--- config.mk ---
export PLATFORM = sky130hd
export DESIGN_NAME = cell_reasm
export DESIGN_NICKNAME = d
export VERILOG_FILES = /design/src/rtl/cell_reasm_pkg.sv /design/src/rtl/cr_free_list.sv /design/src/rtl/cr_slot_store.sv /design/src/rtl/cr_chain_table.sv /design/src/rtl/cr_drain_seq.sv /design/src/rtl/cell_reasm.sv
export SDC_FILE = /design/constraint.sdc
export NUM_CORES = 2
export LEC_CHECK = 0
export BUFFER_PORTS_ARGS = -buffer_cell sky130_fd_sc_hd__buf_2
export CAP_MARGIN = 20
export CORE_MARGIN = 3
export CORE_UTILIZATION = 45
export CTS_BUF_LIST = sky130_fd_sc_hd__clkbuf_4 sky130_fd_sc_hd__clkbuf_8 sky130_fd_sc_hd__clkbuf_16
export DETAILED_ROUTE_END_ITERATION = 12
export GPL_TIMING_DRIVEN = 0
export SLEW_MARGIN = 20
export SYNTH_ARGS = -nofsm -noshare
export SYNTH_HDL_FRONTEND = slang
export SYNTH_HIERARCHICAL = 1
export SYNTH_SLANG_ARGS = --single-unit
--- constraint.sdc ---
create_clock -name clk -period 33.5 [get_ports clk]
set_clock_uncertainty 0.1 [all_clocks]
set_input_delay 1.675 -clock clk [delete_from_list [all_inputs] [get_ports clk]]
set_output_delay 1.675 -clock clk [all_outputs]
set_load 0.03 [all_outputs]
--- src/rtl/cell_reasm_pkg.sv ---
package cell_reasm_pkg;
  localparam int CELL_BYTES = 48;
  localparam int CELL_W     = CELL_BYTES * 8;
  localparam int BIDX_W     = $clog2(CELL_BYTES);
  typedef enum logic {DR_IDLE, DR_MOVE} drain_state_t;
endpackage

--- src/rtl/cr_free_list.sv ---
module cr_free_list #(
  parameter int NUM_SLOTS = 8
) (
  input  logic                           clk,
  input  logic                           rst,
  input  logic                           pop,
  output logic                           pop_ok,
  output logic [$clog2(NUM_SLOTS)-1:0]   pop_idx,
  input  logic                           push,
  input  logic [$clog2(NUM_SLOTS)-1:0]   push_idx,
  output logic [$clog2(NUM_SLOTS+1)-1:0] free_cnt
);
  localparam int IW = $clog2(NUM_SLOTS);
  localparam int CW = $clog2(NUM_SLOTS + 1);

  logic [IW-1:0] ring [NUM_SLOTS];
  logic [IW-1:0] rd_ptr, wr_ptr;
  logic          do_pop;

  function automatic logic [IW-1:0] step(input logic [IW-1:0] p);
    return (p == IW'(NUM_SLOTS - 1)) ? '0 : p + IW'(1);
  endfunction

  assign pop_ok  = (free_cnt != '0);
  assign pop_idx = ring[rd_ptr];
  assign do_pop  = pop && pop_ok;

  always_ff @(posedge clk) begin
    if (rst) begin
      for (int i = 0; i < NUM_SLOTS; i++) ring[i] <= IW'(i);
      rd_ptr   <= '0;
      wr_ptr   <= '0;
      free_cnt <= CW'(NUM_SLOTS);
    end else begin
      if (do_pop) rd_ptr <= step(rd_ptr);
      if (push) begin
        ring[wr_ptr] <= push_idx;
        wr_ptr       <= step(wr_ptr);
      end
      free_cnt <= free_cnt + CW'(push) - CW'(do_pop);
    end
  end

  // a slot is never handed back while the pool already holds every slot
  assert_no_double_free_R8: assert property (@(posedge clk) disable iff (rst)
    push |-> (free_cnt < CW'(NUM_SLOTS)));
  assert_free_bound_R8: assert property (@(posedge clk) disable iff (rst)
    free_cnt <= CW'(NUM_SLOTS));
endmodule

--- src/rtl/cr_slot_store.sv ---
module cr_slot_store
  import cell_reasm_pkg::*;
#(
  parameter int NUM_SLOTS = 8
) (
  input  logic                         clk,
  input  logic                         wr_en,
  input  logic [$clog2(NUM_SLOTS)-1:0] wr_idx,
  input  logic [CELL_W-1:0]            wr_data,
  input  logic                         wr_eof,
  input  logic                         link_en,
  input  logic [$clog2(NUM_SLOTS)-1:0] link_from,
  input  logic [$clog2(NUM_SLOTS)-1:0] link_to,
  input  logic [$clog2(NUM_SLOTS)-1:0] rd_idx,
  output logic [CELL_W-1:0]            rd_data,
  output logic                         rd_eof,
  output logic [$clog2(NUM_SLOTS)-1:0] rd_next
);
  localparam int IW = $clog2(NUM_SLOTS);

  logic [CELL_W-1:0] payload [NUM_SLOTS];
  logic              eof_bit [NUM_SLOTS];
  logic [IW-1:0]     next_of [NUM_SLOTS];

  always_ff @(posedge clk) begin
    if (wr_en) begin
      payload[wr_idx] <= wr_data;
      eof_bit[wr_idx] <= wr_eof;
    end
    if (link_en) next_of[link_from] <= link_to;
  end

  assign rd_data = payload[rd_idx];
  assign rd_eof  = eof_bit[rd_idx];
  assign rd_next = next_of[rd_idx];
endmodule

--- src/rtl/cr_chain_table.sv ---
module cr_chain_table #(
  parameter int NUM_VC    = 4,
  parameter int NUM_SLOTS = 8,
  parameter int VW        = 2
) (
  input  logic                           clk,
  input  logic                           rst,
  input  logic                           arrive,
  input  logic [VW-1:0]                  arr_vc,
  input  logic [$clog2(NUM_SLOTS)-1:0]   arr_slot,
  input  logic                           arr_eof,
  input  logic                           rel,
  input  logic [VW-1:0]                  rel_vc,
  input  logic                           rel_eof,
  input  logic [$clog2(NUM_SLOTS)-1:0]   rel_next,
  output logic                           link_en,
  output logic [$clog2(NUM_SLOTS)-1:0]   link_from,
  input  logic [VW-1:0]                  q_vc,
  output logic [$clog2(NUM_SLOTS)-1:0]   q_head,
  output logic [$clog2(NUM_SLOTS+1)-1:0] q_frames,
  input  logic [VW-1:0]                  s_vc,
  output logic [$clog2(NUM_SLOTS+1)-1:0] s_frames
);
  localparam int IW = $clog2(NUM_SLOTS);
  localparam int CW = $clog2(NUM_SLOTS + 1);

  logic [IW-1:0] head   [NUM_VC];
  logic [IW-1:0] tail   [NUM_VC];
  logic [CW-1:0] cells  [NUM_VC];
  logic [CW-1:0] frames [NUM_VC];
  logic [NUM_VC-1:0] arr_hit, rel_hit, empties;

  always_comb begin
    for (int v = 0; v < NUM_VC; v++) begin
      arr_hit[v] = arrive && (arr_vc == VW'(v));
      rel_hit[v] = rel && (rel_vc == VW'(v));
      // chain holds nothing once this cycle's release is applied
      empties[v] = (cells[v] == '0) || (rel_hit[v] && cells[v] == CW'(1));
    end
  end

  assign link_en   = arrive && !empties[arr_vc];
  assign link_from = tail[arr_vc];
  assign q_head    = head[q_vc];
  assign q_frames  = frames[q_vc];
  assign s_frames  = frames[s_vc];

  always_ff @(posedge clk) begin
    if (rst) begin
      for (int v = 0; v < NUM_VC; v++) begin
        head[v]   <= '0;
        tail[v]   <= '0;
        cells[v]  <= '0;
        frames[v] <= '0;
      end
    end else begin
      for (int v = 0; v < NUM_VC; v++) begin
        if (arr_hit[v]) tail[v] <= arr_slot;
        if (arr_hit[v] && empties[v]) head[v] <= arr_slot;
        else if (rel_hit[v])          head[v] <= rel_next;
        cells[v]  <= cells[v] + CW'(arr_hit[v]) - CW'(rel_hit[v]);
        frames[v] <= frames[v] + CW'(arr_hit[v] && arr_eof)
                               - CW'(rel_hit[v] && rel_eof);
      end
    end
  end

  for (genvar g = 0; g < NUM_VC; g++) begin : g_chk
    // no frame is counted unless an end-of-frame cell was stored on this circuit
    assert_frames_need_eof_R3: assert property (@(posedge clk) disable iff (rst)
      !(arr_hit[g] && arr_eof) |=> (frames[g] <= $past(frames[g])));
    // every counted frame owns at least one slot of its own chain
    assert_frames_within_chain_R2: assert property (@(posedge clk) disable iff (rst)
      frames[g] <= cells[g]);
  end
endmodule

--- src/rtl/cr_drain_seq.sv ---
module cr_drain_seq
  import cell_reasm_pkg::*;
#(
  parameter int NUM_SLOTS = 8,
  parameter int VW        = 2,
  parameter int ADDR_W    = 32,
  parameter int SIZE_W    = 17
) (
  input  logic                           clk,
  input  logic                           rst,
  input  logic                           cmd_valid,
  input  logic [VW-1:0]                  cmd_vc,
  input  logic [ADDR_W-1:0]              cmd_addr,
  input  logic [SIZE_W-1:0]              cmd_size,
  output logic [VW-1:0]                  q_vc,
  input  logic [$clog2(NUM_SLOTS)-1:0]   q_head,
  input  logic [$clog2(NUM_SLOTS+1)-1:0] q_frames,
  output logic [$clog2(NUM_SLOTS)-1:0]   rd_idx,
  input  logic [CELL_W-1:0]              rd_data,
  input  logic                           rd_eof,
  output logic                           rel,
  output logic [VW-1:0]                  rel_vc,
  output logic                           rel_eof,
  output logic                           wr_valid,
  input  logic                           wr_ready,
  output logic [ADDR_W-1:0]              wr_addr,
  output logic [7:0]                     wr_data,
  input  logic [$clog2(NUM_SLOTS)-1:0]   rd_next,
  output logic                           busy,
  output logic                           done,
  output logic [SIZE_W-1:0]              xfer_bytes
);
  localparam int IW = $clog2(NUM_SLOTS);

  drain_state_t       state;
  logic [VW-1:0]      vc_r;
  logic [ADDR_W-1:0]  base;
  logic [SIZE_W-1:0]  size_r, bcnt;
  logic [BIDX_W-1:0]  bidx;
  logic [IW-1:0]      cur;
  logic               beat, hit_size, cell_end, finish;

  assign busy     = (state == DR_MOVE);
  assign q_vc     = busy ? vc_r : cmd_vc;
  assign rd_idx   = cur;
  assign wr_valid = busy;
  assign wr_addr  = base + ADDR_W'(bcnt);
  assign wr_data  = rd_data[bidx*8 +: 8];

  assign beat     = wr_valid && wr_ready;
  assign hit_size = (bcnt + SIZE_W'(1)) == size_r;
  assign cell_end = beat && (hit_size || bidx == BIDX_W'(CELL_BYTES - 1));
  assign finish   = cell_end && (rd_eof || hit_size);

  assign rel     = cell_end;
  assign rel_vc  = vc_r;
  assign rel_eof = rd_eof;

  always_ff @(posedge clk) begin
    if (rst) begin
      state      <= DR_IDLE;
      vc_r       <= '0;
      base       <= '0;
      size_r     <= '0;
      bcnt       <= '0;
      bidx       <= '0;
      cur        <= '0;
      done       <= 1'b0;
      xfer_bytes <= '0;
    end else if (state == DR_IDLE) begin
      if (cmd_valid) begin
        vc_r   <= cmd_vc;
        base   <= cmd_addr;
        size_r <= cmd_size;
        bcnt   <= '0;
        bidx   <= '0;
        cur    <= q_head;
        if (q_frames == '0 || cmd_size == '0) begin
          done       <= 1'b1;
          xfer_bytes <= '0;
        end else begin
          done  <= 1'b0;
          state <= DR_MOVE;
        end
      end
    end else if (beat) begin
      bcnt <= bcnt + SIZE_W'(1);
      bidx <= cell_end ? '0 : bidx + BIDX_W'(1);
      if (cell_end) cur <= rd_next;
      if (finish) begin
        state      <= DR_IDLE;
        done       <= 1'b1;
        xfer_bytes <= bcnt + SIZE_W'(1);
      end
    end
  end

  assert_wr_hold_R10: assert property (@(posedge clk) disable iff (rst)
    (wr_valid && !wr_ready) |=> (wr_valid && $stable(wr_addr) && $stable(wr_data)));
  assert_size_bound_R5: assert property (@(posedge clk) disable iff (rst)
    busy |-> (bcnt < size_r));
  assert_done_idle_R7: assert property (@(posedge clk) disable iff (rst)
    done |-> !busy);
endmodule

--- src/rtl/cell_reasm.sv ---
module cell_reasm
  import cell_reasm_pkg::*;
#(
  parameter int NUM_VC    = 4,
  parameter int NUM_SLOTS = 8,
  parameter int ADDR_W    = 32,
  parameter int SIZE_W    = 17,
  localparam int VW = (NUM_VC > 1) ? $clog2(NUM_VC) : 1,
  localparam int CW = $clog2(NUM_SLOTS + 1)
) (
  input  logic              clk,
  input  logic              rst,
  input  logic              cell_valid,
  output logic              cell_ready,
  input  logic [VW-1:0]     cell_vc,
  input  logic              cell_eof,
  input  logic [CELL_W-1:0] cell_data,
  input  logic              cmd_valid,
  input  logic [VW-1:0]     cmd_vc,
  input  logic [ADDR_W-1:0] cmd_addr,
  input  logic [SIZE_W-1:0] cmd_size,
  output logic              busy,
  output logic              done,
  output logic [SIZE_W-1:0] xfer_bytes,
  input  logic [VW-1:0]     stat_vc,
  output logic [CW-1:0]     stat_frames,
  output logic              overflow,
  output logic              wr_valid,
  input  logic              wr_ready,
  output logic [ADDR_W-1:0] wr_addr,
  output logic [7:0]        wr_data
);
  localparam int IW = $clog2(NUM_SLOTS);

  logic          take, pop_ok, arrive, link_en, rel, rel_eof, rd_eof;
  logic [IW-1:0] pop_idx, link_from, q_head, rd_idx, rd_next;
  logic [CW-1:0] free_cnt, q_frames;
  logic [VW-1:0] q_vc, rel_vc;
  logic [CELL_W-1:0] rd_data;

  assign cell_ready = !rst;
  assign take       = cell_valid && cell_ready;
  assign arrive     = take && pop_ok;

  always_ff @(posedge clk) begin
    if (rst) overflow <= 1'b0;
    else if (take && !pop_ok) overflow <= 1'b1;
  end

  cr_free_list #(.NUM_SLOTS(NUM_SLOTS)) u_free (
    .clk(clk), .rst(rst), .pop(take), .pop_ok(pop_ok), .pop_idx(pop_idx),
    .push(rel), .push_idx(rd_idx), .free_cnt(free_cnt));

  cr_slot_store #(.NUM_SLOTS(NUM_SLOTS)) u_store (
    .clk(clk), .wr_en(arrive), .wr_idx(pop_idx), .wr_data(cell_data),
    .wr_eof(cell_eof), .link_en(link_en), .link_from(link_from),
    .link_to(pop_idx), .rd_idx(rd_idx), .rd_data(rd_data), .rd_eof(rd_eof),
    .rd_next(rd_next));

  cr_chain_table #(.NUM_VC(NUM_VC), .NUM_SLOTS(NUM_SLOTS), .VW(VW)) u_chain (
    .clk(clk), .rst(rst), .arrive(arrive), .arr_vc(cell_vc), .arr_slot(pop_idx),
    .arr_eof(cell_eof), .rel(rel), .rel_vc(rel_vc), .rel_eof(rel_eof),
    .rel_next(rd_next), .link_en(link_en), .link_from(link_from),
    .q_vc(q_vc), .q_head(q_head), .q_frames(q_frames),
    .s_vc(stat_vc), .s_frames(stat_frames));

  cr_drain_seq #(.NUM_SLOTS(NUM_SLOTS), .VW(VW), .ADDR_W(ADDR_W), .SIZE_W(SIZE_W)) u_drain (
    .clk(clk), .rst(rst), .cmd_valid(cmd_valid), .cmd_vc(cmd_vc),
    .cmd_addr(cmd_addr), .cmd_size(cmd_size), .q_vc(q_vc), .q_head(q_head),
    .q_frames(q_frames), .rd_idx(rd_idx), .rd_data(rd_data), .rd_eof(rd_eof),
    .rel(rel), .rel_vc(rel_vc), .rel_eof(rel_eof), .wr_valid(wr_valid),
    .wr_ready(wr_ready), .wr_addr(wr_addr), .wr_data(wr_data),
    .rd_next(rd_next), .busy(busy), .done(done), .xfer_bytes(xfer_bytes));

  assert_ovf_sticky_R9: assert property (@(posedge clk) disable iff (rst)
    overflow |=> overflow);
  // a dropped cell means the pool really was empty
  assert_drop_only_when_full_R9: assert property (@(posedge clk) disable iff (rst)
    (take && !pop_ok) |-> (free_cnt == '0));
endmodule

Word level (Yosys, flattened, before mapping)

Memory sizes are Yosys's and may differ from the RTL's. A register that Yosys moved wholly into a read port is not among the register bits.
Index checks and enable logic that the tools add are counted.

Memory bits (writable): 3184
Logic and storage cells: 254
Bits of input ports: 445
Register bits after elaboration: 107
Output and inout port bits: 66
Memories: 8

Eq/ne operators: 17
Shift operators: 1
Bitwise logic cells: 21
Multiplexer cells: 112
$lt $le $gt $ge: 1
$add $sub $neg: 23
Reduce and logical (&&, ||, !) cells: 58

Memories:

| memory          | words | width | rd ports | clocked after memory_dff | write ports | RTL line             | text |
|---|---|---|---|---|---|---|---|
| u_store.payload | 8     | 384   | 1        | 1                        | 1           | cr_slot_store.sv:21  | `logic [CELL_W-1:0] payload [NUM_SLOTS];` |
| u_free.ring     | 8     | 3     | 1        | 1                        | 8           | cr_free_list.sv:16   | `logic [IW-1:0] ring [NUM_SLOTS];` |
| u_store.next_of | 8     | 3     | 1        | 1                        | 1           | cr_slot_store.sv:23  | `logic [IW-1:0] next_of [NUM_SLOTS];` |
| u_chain.cells   | 4     | 4     | 4        | 0                        | 4           | cr_chain_table.sv:29 | `logic [CW-1:0] cells [NUM_VC];` |
| u_chain.frames  | 4     | 4     | 6        | 0                        | 4           | cr_chain_table.sv:30 | `logic [CW-1:0] frames [NUM_VC];` |
| u_chain.head    | 4     | 3     | 1        | 0                        | 4           | cr_chain_table.sv:27 | `logic [IW-1:0] head [NUM_VC];` |
| 2 more memories | --    | --    | --       | --                       | --          | --                   |  |

Operators by type and width:

| operator              | number |
|---|---|
| $shiftx 384x10->8     | 1 |
| $mux 17               | 8 |
| $mux 3                | 28 |
| $mux 1                | 62 |
| $add 4x1->4           | 9 |
| $sub 4x1->4           | 9 |
| $add 32x17->32        | 1 |
| $mux 4                | 8 |
| $logic_and 1x1->1     | 31 |
| $mux 6                | 4 |
| $logic_not 4->1       | 5 |
| $or 1x1->1            | 20 |
| $add 17x1->17 const B | 1 |
| $eq 17x17->1          | 1 |
| $logic_not 17->1      | 1 |
| $eq 4x1->1 const B    | 4 |
| $eq 2x2->1 const B    | 4 |
| $logic_or 1x1->1      | 7 |
| $add 3x1->3 const B   | 2 |
| $add 6x1->6 const B   | 1 |
| $eq 3x3->1 const B    | 2 |
| $eq 6x6->1 const B    | 1 |
| $ne 2x2->1 const B    | 3 |
| $reduce_and 3->1      | 2 |
| 12 further kinds      | 18 |

Depth between registers and ports, before layout

Word-level depth: 13
Mapped depth: 19
Gate-level depth less buffers: 18

By module

The synthesis kept the hierarchy.

Modules (own cells, without submodules):

| module         | area an instance (um^2) | instances | cells an instance | sequential area each (um^2) |
|---|---|---|---|---|
| cr_slot_store  | 116536.8                | 1         | 4509              | 93209.4 |
| cr_drain_seq   | 8700.8                  | 1         | 897               | 1921.8 |
| cr_chain_table | 3535.9                  | 1         | 342               | 1361.3 |
| cr_free_list   | 1809.2                  | 1         | 144               | 980.9 |
| cell_reasm     | 57.6                    | 1         | 6                 | 20.0 |

Worst setup path after synthesis

OpenSTA, ideal clock, no wires.

Path type: input-to-reg
From: input cell_valid
To: memory u_store.eof_bit[0], enable pin
Slack: 3758 ps
Data arrival time: 28039 ps
Cell stages on the path: 4
Buffers on the path: 0
Setup time: 1604 ps
Required time: 31796 ps
Path through: nor2b_4 > and2_1 > nand2b_1 > nor3_1

Longest elaborated chain between the ends: 4

Ends and longest elaborated chain:

| item                         | RTL line            | text |
|---|---|---|
| start, declared              | cell_reasm.sv:13    | `input logic cell_valid,` |
| $logic_and 1x1->1            | cell_reasm.sv:42    | `assign take = cell_valid && cell_ready;` |
| $logic_and 1x1->1            | cell_reasm.sv:43    | `assign arrive = take && pop_ok;` |
| net arrive                   | cell_reasm.sv:35    | `logic take, pop_ok, arrive, link_en, rel, rel_eof, rd_eof;` |
| $mux 1                       | cr_slot_store.sv:26 | `if (wr_en) begin` |
| $mux 1 (not written as such) | cr_slot_store.sv:28 | `eof_bit[wr_idx] <= wr_eof;` |
| end, declared                | cr_slot_store.sv:22 | `logic eof_bit [NUM_SLOTS];` |

The timed path passes the listed nets, and every way through them passes these cells.

==> results.py <==
metrics = {
    "outcome": {
        "outcome": "complete, no violations",
    },
    "power": {
        "leakagePower_uw": 0.0497,
        "peakVddDrop_mv": 0.0433,
        "powerDensity_nw_per_um2": 60.4,
    },
    "setup_path": {
        "reg2reg_to": "u_chain/frames[0][3]",
        "setup.worst_path.end_class": "output pin",
        "crit_arrival_ns": 6.51,
        "r2r_slack_ns": 28.00,
        "startpoint_type": "flip-flop",
        "crit_type": "reg -> out",
        "cp_max_fo": 11,
        "r2r_start": "u_drain/bcnt[1]",
        "startpoint": "u_drain/rd_idx[2]",
        "worst-endpoint-required_ns": 31.72,
        "rr_worst_depth": 19,
    },
    "worst_hold_path": {
        "hold_path_end": "u_drain/base[0]",
        "min_from": "u_drain/base[0]",
        "whs_path_depth": 2,
        "hp-class": "reg -> reg",
    },
    "place": {
        "placedCellCount": 10500,
        "pre_cts_slack_ns": 26.04,
        "dpl.hpwl_microns": 231000,
        "portBuffers": 508,
        "gp_congestion": 0.843,
        "placed_area_sq_um": 142000,
    },
    "sta": {
        "maxSlewViolCount": 0,
        "tightest_slew_ns": 1.17,
        "setup_viol": 0,
        "setup_slack_ns": 25.21,
        "slew_headroom_pct": 21.9,
        "tns_ns": 0,
        "hold_viol": 0,
        "finalCriticalPeriod_ns": 8.29,
        "fmax_mhz": 121,
        "post-route-period-util_pct": 24.7,
        "rsz0062_at_grt": "no",
    },
    "synth": {
        "synthFlopType": "edfxtp_1",
        "synth.area.mux_share_pct": 19.3,
        "synth_seq_cells": 3294,
        "postSynthCellCount": 5898,
        "synth_top_area_share_pct": 72.5,
        "synth_edf_count": 3152,
        "syn_area_sq_um": 131000,
        "async_reset_ff_share_pct": 0,
        "synth.distinct_cells": 85,
        "synth-simple-area-share_pct": 1.85,
        "yosys_warnings": 6,
        "synth_fp_nets": 6416,
        "yosys.area.top_type": "edfxtp_1",
        "yosys.area_share.adder_pct": 0.757,
        "yosysSeqAreaShare_pct": 74.6,
        "synthTopCellsByArea": "edfxtp_1 (72%), mux4_2 (16%), mux2_2 (3.4%)",
        "synth_xor_area_share_pct": 0.533,
        "synth_top_family_by_area": "multiplexers",
        "avgSynthCellArea_sq_um": 22.1,
        "synth_compound_gate_area_share_pct": 1.26,
    },
    "clock_tree": {
        "cts-buffers-inserted": 346,
        "cts.sinks": 3294,
        "ctsLongestPathBuffers": 4,
        "hold_buffers": 0,
        "clock_latency_ns": 0.92,
        "post_cts_resize_count": 0,
        "clk_pin_slew_ns": 0.06,
        "cts_setup_buffers": 0,
        "htreeDepth": 5,
        "clockRootBuffer": "clkbuf_16",
        "cts_tree": "done",
    },
    "global_routing": {
        "grt_usage_pct": 22.2,
        "grt_max_degree": 21,
        "grt_pass1_vias": 65100,
        "grt_pass1_wl_microns": 474000,
        "overflow": 0,
        "antenna_found_initial": 215,
    },
    "final_layout": {
        "finalInstanceArea_sq_um": 154000,
        "fin_util_pct": 53.4,
        "area_growth_pct": 17.9,
        "drive_above_1_share_pct": 38.6,
        "nFillCells": 22100,
        "stdcell_count": 11200,
        "finalNetCount": 7550,
    },
    "routing": {
        "viasPerCell": 5.75,
        "dr.pass1.iters": 6,
        "drcViolationCount": 0,
        "drt_iter0_drc": 5833,
        "via_count": 64200,
        "drt_wl_total_microns": 331000,
        "ant_nets": 0,
        "routedWlPerCell_microns": 29.7,
    },
    "die": {
        "core_sq_um": 288000,
        "start_util_pct": 45.3,
        "floorplan.io_pins": 511,
        "dieArea_sq_um": 297000,
        "rows": 197,
        "die_w_microns": 545,
        "die_h_microns": 545,
    },
    "run": {
        "maxCapViolCount": 0,
    },
}
[sequential cells by signal, indices dropped and copies added, names as in the netlist, 4 cells and up, named ones only]
name / count
u_drain/xfer_bytes: 17
u_chain/tail: 12
u_drain/bidx: 6
u_store/next_of: 24
u_store/payload: 3072
u_free/free_cnt: 4
u_drain/base: 32
u_free/ring: 24
u_store/eof_bit: 8
u_chain/cells: 16
u_chain/head: 12
u_chain/frames: 16
u_drain/size_r: 17
u_drain/bcnt: 17
[layout make-up]
class | count | area, sq um | area share (%)
flip-flops and latches | 3294 | 97500 | 63.3
multi-input cells | 2204 | 31100 | 20.2
clock buffers | 413 | 9210 | 5.98
repair buffers | 786 | 7020 | 4.56
well taps | 3781 | 4730 | 3.07
clock inverters | 221 | 2220 | 1.44
plain buffers | 313 | 1840 | 1.19
inverters | 87 | 327 | 0.212
diodes | 66 | 165 | 0.107
[worst max-delay path by stage]
stage / end / slack (ns) / depth (start not counted)
2_1_floorplan: u_store/eof_bit[0] / 3.76 / 4
3_3_place_gp: u_store/payload[2][225] / -26.69 / 5
3_5_place_dp: wr_data[7] / 26.04 / 10
4_1_cts: wr_data[7] / 25.00 / 10
5_1_grt: wr_data[0] / 25.13 / 10
6_report: wr_data[7] / 25.21 / 10
[metrics by stage]
| step | hold slack [ns] | total power [uW] |
|---|---|---|
| 6_report | 0.360 | 9310 |
| 5_1_grt | 0.379 | 9620 |
| 4_1_cts | 0.360 | 9410 |
| 3_5_place_dp | 0.352 | 5590 |
| 3_3_place_gp | 0.348 | 5710 |
| 2_1_floorplan | 0.341 | 5310 |
[synthesized netlist by cell type (8+ instances only)]
cell type,count
fa_1,10
o211ai_1,10
mux4_2,907
nor2b_1,21
buf_6,73
xnor2_1,39
inv_1,86
mux2_2,393
buf_1,64
ha_1,63
and2_1,23
xor2_1,38
nand3_1,33
a21oi_1,107
or2_2,10
or3_1,22
clkbuf_1,127
dfxtp_1,142
o22ai_1,8
nor2_1,106
nand2b_1,27
and3_1,10
buf_4,10
o21ai_0,44
nand2_1,147
nand4_1,10
buf_2,39
a21o_1,11
mux4_1,9
mux2i_1,17
edfxtp_1,3152
nor4_1,16
o2bb2ai_2,10
nor3_1,17
[cells by family (layout without fill, tap and decap cells)]
family	Yosys count	count (layout)
flip-flops	3294	3294
AND/OR/NAND/NOR	479	479
XOR/XNOR	78	78
AO/OA/AOI/OAI	248	248
adder cells (fa/ha/maj)	73	73
buffers and inverters	400	1820
other	0	66
multiplexers	1326	1326
[worst max-delay path, stage by stage (launching register included)]
cell	delay, ns
dfxtp_1	0.61
buf_2	0.52
buf_2	0.54
buf_1	0.78
mux4_2	0.42
mux2_2	0.28
mux4_2	0.52
mux4_2	0.62
mux2i_1	0.62
o22ai_1	0.33
buf_2	0.28
[per-layer routing]
| metal | wire [microns] | vias up | track usage, % |
|---|---|---|---|
| li1 | - | 27100 | - |
| met1 | 138000 | 34200 | 30.7 |
| met2 | 161000 | 2118 | 35.6 |
| met3 | 24100 | 607 | 5.22 |
| met4 | 7970 | 114 | 6.09 |
| met5 | 736 | - | 0 |
[power breakdown]
group	switching (uW)	internal, uW	leakage [uW]
registers	25.9	4620	0.0297
clock network	1590	2230	0.00569
logic	461	381	0.0143
total	2070	7240	0.0497
[placed cells by master, fill, tap and decap left out, types with 38 or more instances in the layout]
cell type	n
clkbuf_16	348
diode_2	66
buf_6	102
edfxtp_1	3152
dfxtp_1	142
clkinv_2	68
a21oi_1	107
buf_1	56
ha_1	63
xnor2_1	39
xor2_1	38
inv_1	86
mux2_2	393
buf_16	59
buf_4	109
mux4_2	907
nand2_1	147
nor2_1	100
clkinv_1	85
clkbuf_4	63
buf_12	87
buf_2	557
o21ai_0	44
clkbuf_1	111
No activity file was read; power rests on OpenSTA's default activity.
